`config.mk`:
```
export PLATFORM = sky130hd
export DESIGN_NAME = rtc_spi_regfile
export DESIGN_NICKNAME = d
export VERILOG_FILES = /design/src/rtl/rtc_spi_regfile.sv
export SDC_FILE = /design/constraint.sdc
export NUM_CORES = 1
export LEC_CHECK = 0
export BUFFER_PORTS_ARGS = -buffer_cell sky130_fd_sc_hd__buf_2
export CAP_MARGIN = 10
export CORE_UTILIZATION = 40
export DETAILED_ROUTE_END_ITERATION = 10
export GPL_TIMING_DRIVEN = 0
export PLACE_DENSITY = 0.56
export SETUP_SLACK_MARGIN = 0.15
export SYNTH_ARGS = -nofsm -noshare
export SYNTH_HDL_FRONTEND = slang
export SYNTH_SLANG_ARGS = --single-unit
```
`constraint.sdc`:
```
create_clock -name clk -period 8 [get_ports clk]
set_input_delay 0.8 -clock clk [delete_from_list [all_inputs] [get_ports clk]]
set_output_delay 0.8 -clock clk [all_outputs]
set_load 0.02 [all_outputs]
```
`src/rtl/rtc_spi_regfile.sv`:
```
module rtc_spi_regfile #(
  parameter int RAM_LO = 32
) (
  input  logic        clk,
  input  logic        rst_n,
  input  logic        spi_ce_i,
  input  logic        spi_sck_i,
  input  logic        spi_sdi_i,
  output logic        spi_sdo_o,
  input  logic [55:0] tk_time_i,
  output logic        tk_load_o,
  output logic [2:0]  tk_load_sel_o,
  output logic [7:0]  tk_load_data_o,
  input  logic [7:0]  stat_i,
  output logic [7:0]  ctrl_o,
  output logic [7:0]  trickle_o
);
  localparam int RAM_N = 128 - RAM_LO;
  localparam logic [6:0] RAM_BASE = 7'(RAM_LO);

  logic [1:0] ce_p, sck_p, sdi_p;
  logic       sck_q;
  logic       ce_s, sck_s, sdi_s;
  logic       sck_rise, sck_fall;
  logic [2:0] bit_cnt;
  logic [6:0] shift_in;
  logic [7:0] rx_byte;
  logic       have_addr, is_wr;
  logic [6:0] addr;
  logic [7:0] tx_sh;
  logic [55:0] shadow;
  logic [7:0] alarm [8];
  logic [7:0] ram [RAM_N];
  logic [7:0] rdata;
  logic [6:0] ram_idx, al_idx;
  logic       byte_done, wr_stb, wp;

  assign ce_s  = ce_p[1];
  assign sck_s = sck_p[1];
  assign sdi_s = sdi_p[1];
  assign sck_rise = ce_s & sck_s & ~sck_q;
  assign sck_fall = ce_s & ~sck_s & sck_q;
  assign rx_byte  = {shift_in, sdi_s};
  assign byte_done = sck_rise && bit_cnt == 3'd7;
  assign wr_stb   = byte_done && have_addr && is_wr;
  assign wp       = ctrl_o[6];
  assign ram_idx  = addr - RAM_BASE;
  assign al_idx   = addr - 7'd7;

  function automatic logic [7:0] tmask(input logic [2:0] i);
    case (i)
      3'd3:    return 8'h07;
      3'd4:    return 8'h3F;
      3'd5:    return 8'h1F;
      3'd6:    return 8'hFF;
      default: return 8'h7F;
    endcase
  endfunction

  always_comb begin
    rdata = 8'h00;
    if (addr < 7'd7)
      rdata = shadow[{addr[2:0], 3'b000} +: 8] & tmask(addr[2:0]);
    else if (addr < 7'd15)
      rdata = alarm[al_idx[2:0]];
    else if (addr == 7'd15)
      rdata = ctrl_o;
    else if (addr == 7'd16)
      rdata = stat_i;
    else if (addr == 7'd17)
      rdata = trickle_o;
    else if (addr >= RAM_BASE)
      rdata = ram[ram_idx];
  end

  always_ff @(posedge clk) begin
    if (wr_stb && addr >= RAM_BASE)
      ram[ram_idx] <= rx_byte;
  end

  always_ff @(posedge clk or negedge rst_n) begin
    if (!rst_n) begin
      ce_p <= 2'b00;
      sck_p <= 2'b11;
      sdi_p <= 2'b00;
      sck_q <= 1'b1;
      bit_cnt <= '0;
      shift_in <= '0;
      have_addr <= 1'b0;
      is_wr <= 1'b0;
      addr <= '0;
      tx_sh <= '0;
      shadow <= '0;
      spi_sdo_o <= 1'b0;
      tk_load_o <= 1'b0;
      tk_load_sel_o <= '0;
      tk_load_data_o <= '0;
      ctrl_o <= '0;
      trickle_o <= '0;
      for (int i = 0; i < 8; i++) alarm[i] <= '0;
    end else begin
      ce_p  <= {ce_p[0], spi_ce_i};
      sck_p <= {sck_p[0], spi_sck_i};
      sdi_p <= {sdi_p[0], spi_sdi_i};
      sck_q <= sck_s;
      tk_load_o <= 1'b0;
      if (!ce_s) begin
        have_addr <= 1'b0;
        bit_cnt <= '0;
        spi_sdo_o <= 1'b0;
      end else begin
        if (sck_rise) begin
          shift_in <= rx_byte[6:0];
          bit_cnt <= bit_cnt + 3'd1;
        end
        if (byte_done) begin
          if (!have_addr) begin
            have_addr <= 1'b1;
            is_wr <= rx_byte[7];
            addr <= rx_byte[6:0];
            if (!rx_byte[7]) shadow <= tk_time_i;
          end else begin
            addr <= addr + 7'd1;
          end
        end
        if (wr_stb) begin
          if (addr < 7'd7) begin
            if (!wp) begin
              tk_load_o <= 1'b1;
              tk_load_sel_o <= addr[2:0];
              tk_load_data_o <= rx_byte & tmask(addr[2:0]);
            end
          end else if (addr < 7'd15) begin
            if (!wp) alarm[al_idx[2:0]] <= rx_byte;
          end else if (addr == 7'd15) begin
            ctrl_o <= rx_byte;
          end else if (addr == 7'd17) begin
            trickle_o <= rx_byte;
          end
        end
        if (sck_fall && have_addr && !is_wr) begin
          if (bit_cnt == 3'd0) begin
            spi_sdo_o <= rdata[7];
            tx_sh <= {rdata[6:0], 1'b0};
          end else begin
            spi_sdo_o <= tx_sh[7];
            tx_sh <= {tx_sh[6:0], 1'b0};
          end
        end
      end
    end
  end
endmodule

```
Word level (Yosys, flattened, before mapping) --
Memory sizes are Yosys's and may differ from the RTL's. Cells that the tools add are included. W data, S select, Z words.
Word-level totals: memory bits (writable) 768, output and inout port bits 29, flip-flop bits (word level) 183, input bits 69, memories kept 1
Memories:
- ram | depth 96, bits a word 8, rd ports 1, clocked after memory_dff 0, write ports 1, line 33 | logic [7:0] ram [RAM_N];
Operators by class: eq/ne operators 11, shift-type cells 1, $lt $le $gt $ge 5, add/sub/neg operators 4, reductions and logical operators 18, mux-type cells 33, bitwise logic cells 15
Operators with widths (number):
- $mux W8 | 15
- $bwmux W64 | 1
- $shiftx A56 B7 Y8 | 1
- $pmux W8 S4 | 1
- $bmux W8 S3 | 1
- $demux W8 S3 | 1
- $and A8 B8 Y8 | 2
- $eq A7 B5 Y1 const B | 2
- $eq A3 B3 Y1 const B | 4
- $mux W1 | 11
- $reduce_and A5 Y1 | 2
- $not A1 Y1 | 8
- $reduce_and A4 Y1 | 2
- $add A7 B1 Y7 const B | 1
- $eq A7 B4 Y1 const B | 1
- $ge A7 B6 Y1 const B | 1
- $logic_and A1 B1 Y1 | 7
- $lt A7 B3 Y1 const B | 1
- $lt A7 B4 Y1 const B | 1
- $mux W7 | 1
- $sub A7 B6 Y7 const B | 1
- $mux W3 | 2
- $ne A2 B1 Y1 const B | 3
- $reduce_and A2 Y1 | 3
- 11 further kinds | 14

Longest topological paths before layout --
An unclocked memory read counts as a cell.
depth in word-level cells 11, depth in mapped cells 15, mapped depth without buffers 9

Worst setup path before layout --
Ideal clock, no wire load.
path kind register -> register, from register addr[1], to memory ram[66][0], enable pin, slack 4551 ps, data required time 7630 ps, path buffers 5, stages on the path, launching flop included 13, arrival 3079 ps, cells stage by stage dfrtp_1 -> buf_2 -> buf_4 -> inv_1 -> buf_2 -> clkbuf_1 -> ha_1 -> nor3b_1 -> a31oi_1 -> nor2_1 -> nand2_1 -> clkbuf_1 -> nor2_1
Between the ends: longest elaborated chain between the ends 4, elaborated cells between the ends (all ways) 5, those cells by class 1 x add/sub; 1 x order compare; 2 x mux; 1 x reduce/logical
Ends and longest elaborated chain:
- start: declaration | line 29 | logic [6:0] addr;
- start signal: assignment | line 120 | addr <= rx_byte[6:0];
- start signal: assignment | line 123 | addr <= addr + 7'd1;
- $ge A7 B6 Y1 | line 77 | if (wr_stb && addr >= RAM_BASE)
- $logic_and A1 B1 Y1 | line 77
- $mux W1 | line 77
- $mux W1 (not written as such) | line 78 | ram[ram_idx] <= rx_byte;
- end: declaration | line 33
Several ways; a longest one is shown, not always the timed one.

Worst setup path after layout --
from register addr[1], to memory ram[93][3], enable pin
The elaborated chain is that of the path after synthesis.

==> flow_summary.ini <==
[status]
status = finished, violations left
violations = max-capacitance violations, max-slew violations

[synth]
yosys_warnings = 0
ys_seq_elements = 947
synth_nets = 2489
seq_area_frac_synth = 0.717
synth.distinct_cells = 79
avgSynthCellArea_sq_um = 16.0
syn_area_sq_um = 38400
synth_edf_count = 768
synthFlopType = edfxtp_1
netlist_instances = 2408
synthArstFlopShare = 0.189

[place]
numPortBuffers = 94
dp_hpwl_um = 99800
gp_congestion = 1.02
dpl-instance-area_sq_um = 40900

[grt]
grt_max_degree = 96
grt_pass1_vias = 25181
overflow = 0
grt_pass1_wl_um = 207000
antenna_found_initial = 9
grt.total_usage = 0.310

[drt]
vias = 25936
drc = 0
drt_iter0_drc = 4271
drt-pass1-iter-count = 7
wirelength_um = 152000
viasPerCell = 6.53
ant_nets = 0
wl_per_cell_um = 38.4

[power]
clockPowerShare = 0.407
peakVddDrop_mv = 0.162
switching_share = 0.238
p_sw_mw = 2.60
leakage_nw = 15.2
p_per_area_nw_per_um2 = 248
p_seq_frac = 0.548
power_frac_comb = 0.045
power.total_mw = 10.9
p_int_mw = 8.31

[critical_path]
r2r-end = ram[93][3]$_DFFE_PP_
critPathBufInv = 6
rr_worst_depth = 12
crit_chain = buf_2 > buf_4 > inv_1 > buf_2 > clkbuf_1 > ha_1 > nor3b_1 > a31oi_1 > nor2_1 > nand2_1 > clkbuf_1 > nor2_1
cp-end-kind = flip-flop
startpoint = addr[1]$_DFFE_PN0P_
rrSetupSlack_ps = 1140
r2r_start = addr[1]$_DFFE_PN0P_
critPathMaxFanout = 11
start_kind = flip-flop
cp_top_family = buffers and inverters
worstSetupPathType = reg -> reg
crit_path_end = ram[93][3]$_DFFE_PP_
arrival_ps = 7150
critPathSlowestCell = nor2_1
cp.depth = 12
max_stage_delay_ps = 990
required_ps = 8290

[sta]
finalSetupTns_ps = 0
period_minus_slack_ps = 6860
drv_slew = 2
fmax_mhz = 146
relSlewSlack = -0.0491
worstMarginPinSlew_ps = 1530
skew_ps = 21.8
setup_viol = 0
rsz0062_at_grt = false
finalHoldViolCount = 0
fin_crit_sh = 0.858
whs_ps = 130

[clock_network]
cts.clk_slew.worst_paths_ps = 60
clk_path_buf_depth = 3
cts_tree = done
cts_hold_buf = 0
ctsHtreeMaxLevel = 3
cts_resized = 0
clock_latency_ps = 680
clk_root_buffer_cell = clkbuf_16
cts_buffers = 97
cts_setup_buffers = 0
cts.sinks = 947

[floorplan]
die_y_um = 312
fp.coreArea_sq_um = 95000
pin_count = 98
std_cell_rows = 113
die_w_um = 312
die-area_sq_um = 97300
start_util = 0.404

[finish]
register_area_sq_um = 27600
fin_util = 0.463
syn_to_final_growth_pct = 14.5
multiInputGateArea_sq_um = 9990
drive_gt1_frac = 0.229
post-route-cell-area_sq_um = 44000
finalNetCount = 2704
fillers = 8306

[job]
cap_viol_max_count = 1

[worst_hold_path]
hp-class = in -> async
==> power groups by stage <==
stage	Sequential [mW]	Combinational [mW]	Clock (mW)
after global routing	5.98	0.512	4.60
after global placement	6.39	0.132	0
after detailed placement	6.07	0.482	0
after CTS	5.97	0.481	4.44
final	5.98	0.491	4.44
after floorplan	6.08	0.0586	0
==> cell usage after synthesis, drive strengths merged, types with 10 or more instances <==
cell	n	area [sq um]
nor3	16	91.3
ha	12	150
a2111oi	13	114
nor2	174	661
clkbuf	66	248
a21oi	79	395
mux2i	95	951
dfrtp	176	4400
a31oi	13	81.3
a221oi	73	639
mux2	194	2180
a211oi	17	128
edfxtp	768	23100
o2bb2ai	13	114
a221o	16	160
nor4	10	105
nand2	111	432
mux4	45	1010
nor2b	14	87.6
inv	18	67.6
nand4	18	113
o211ai	14	105
o21ai	78	390
a22o	28	245
buf	97	559
nand3	36	190
o22ai	19	119
a22oi	78	586
==> logic make-up (layout without fill, tap and decap cells) <==
family / after synthesis / after routing / synth area share
DFF: 947 / 947 / 0.717
xor gates and xnor gates: 1 / 1 / 0.000228
muxes: 334 / 334 / 0.108
AOI/OAI and AO/OA: 504 / 504 / 0.0945
buffers and inverters: 183 / 481 / 0.0230
other: 0 / 3 / 0
adders and majority gates: 12 / 12 / 0.00391
and+or+nand+nor: 427 / 427 / 0.0534
==> routing by layer <==
layer | track usage | wire length (um)
met5 | 0 | 37
met1 | 0.404 | 56000
met2 | 0.455 | 65700
met3 | 0.0980 | 20200
met4 | 0.177 | 10500
==> worst min-delay path by stage <==
stage	startpoint	endpoint	slack (ps)	depth (start not counted)
final	rst_n	shadow[5]$_DFFE_PN0P_	130	1
after global routing	rst_n	shadow[20]$_DFFE_PN0P_	200	1
after floorplan	ce_p[0]$_DFF_PN0_	ce_p[1]$_DFF_PN0_	330	0
after CTS	rst_n	shadow[3]$_DFFE_PN0P_	160	1
after global placement	sdi_p[0]$_DFF_PN0_	sdi_p[1]$_DFF_PN0_	340	0
after detailed placement	sdi_p[0]$_DFF_PN0_	sdi_p[1]$_DFF_PN0_	340	0
==> cell usage in the layout (no fill, tap or decap), drive strengths merged, types with 14 or more instances in the layout <==
| master | count |
|---|---|
| edfxtp | 768 |
| buf | 212 |
| mux2 | 194 |
| clkbuf | 191 |
| dfrtp | 176 |
| nor2 | 174 |
| nand2 | 111 |
| mux2i | 95 |
| a21oi | 79 |
| o21ai | 78 |
| a22oi | 78 |
| a221oi | 73 |
| mux4 | 45 |
| clkinv | 44 |
| nand3 | 36 |
| a22o | 28 |
| inv | 22 |
| o22ai | 19 |
| nand4 | 18 |
| a211oi | 17 |
| a221o | 16 |
| nor3 | 16 |
| nor2b | 14 |
| o211ai | 14 |
==> through the flow <==
step,cells,worst slack [ps]
final,3974,1140
after global routing,3971,1360
after CTS,3970,1590
after detailed placement,3788,1650
after global placement,3767,1630
after floorplan,2408,4550
==> layout make-up <==
type | instances | area share
flip-flops and latches | 947 | 0.627
clock buffers | 125 | 0.0599
diodes | 3 | 0.000171
multi-input cells | 1278 | 0.227
well taps | 1265 | 0.0360
plain buffers | 163 | 0.0184
inverters | 20 | 0.00171
clock inverters | 57 | 0.00996
repair buffers | 116 | 0.0199
==> sequential cells by signal (all words and copies together) (netlist names) <==
name            count
addr                7
alarm              64
bit_cnt             3
ce_p                2
ctrl_o              8
have_addr           1
is_wr               1
ram               768
sck_p               2
sck_q               1
sdi_p               2
shadow             53
shift_in            7
spi_sdo_o           1
tk_load_data_o      8
tk_load_o           1
tk_load_sel_o       3
trickle_o           8
tx_sh               7
No activity file was read; power rests on OpenSTA's default activity.
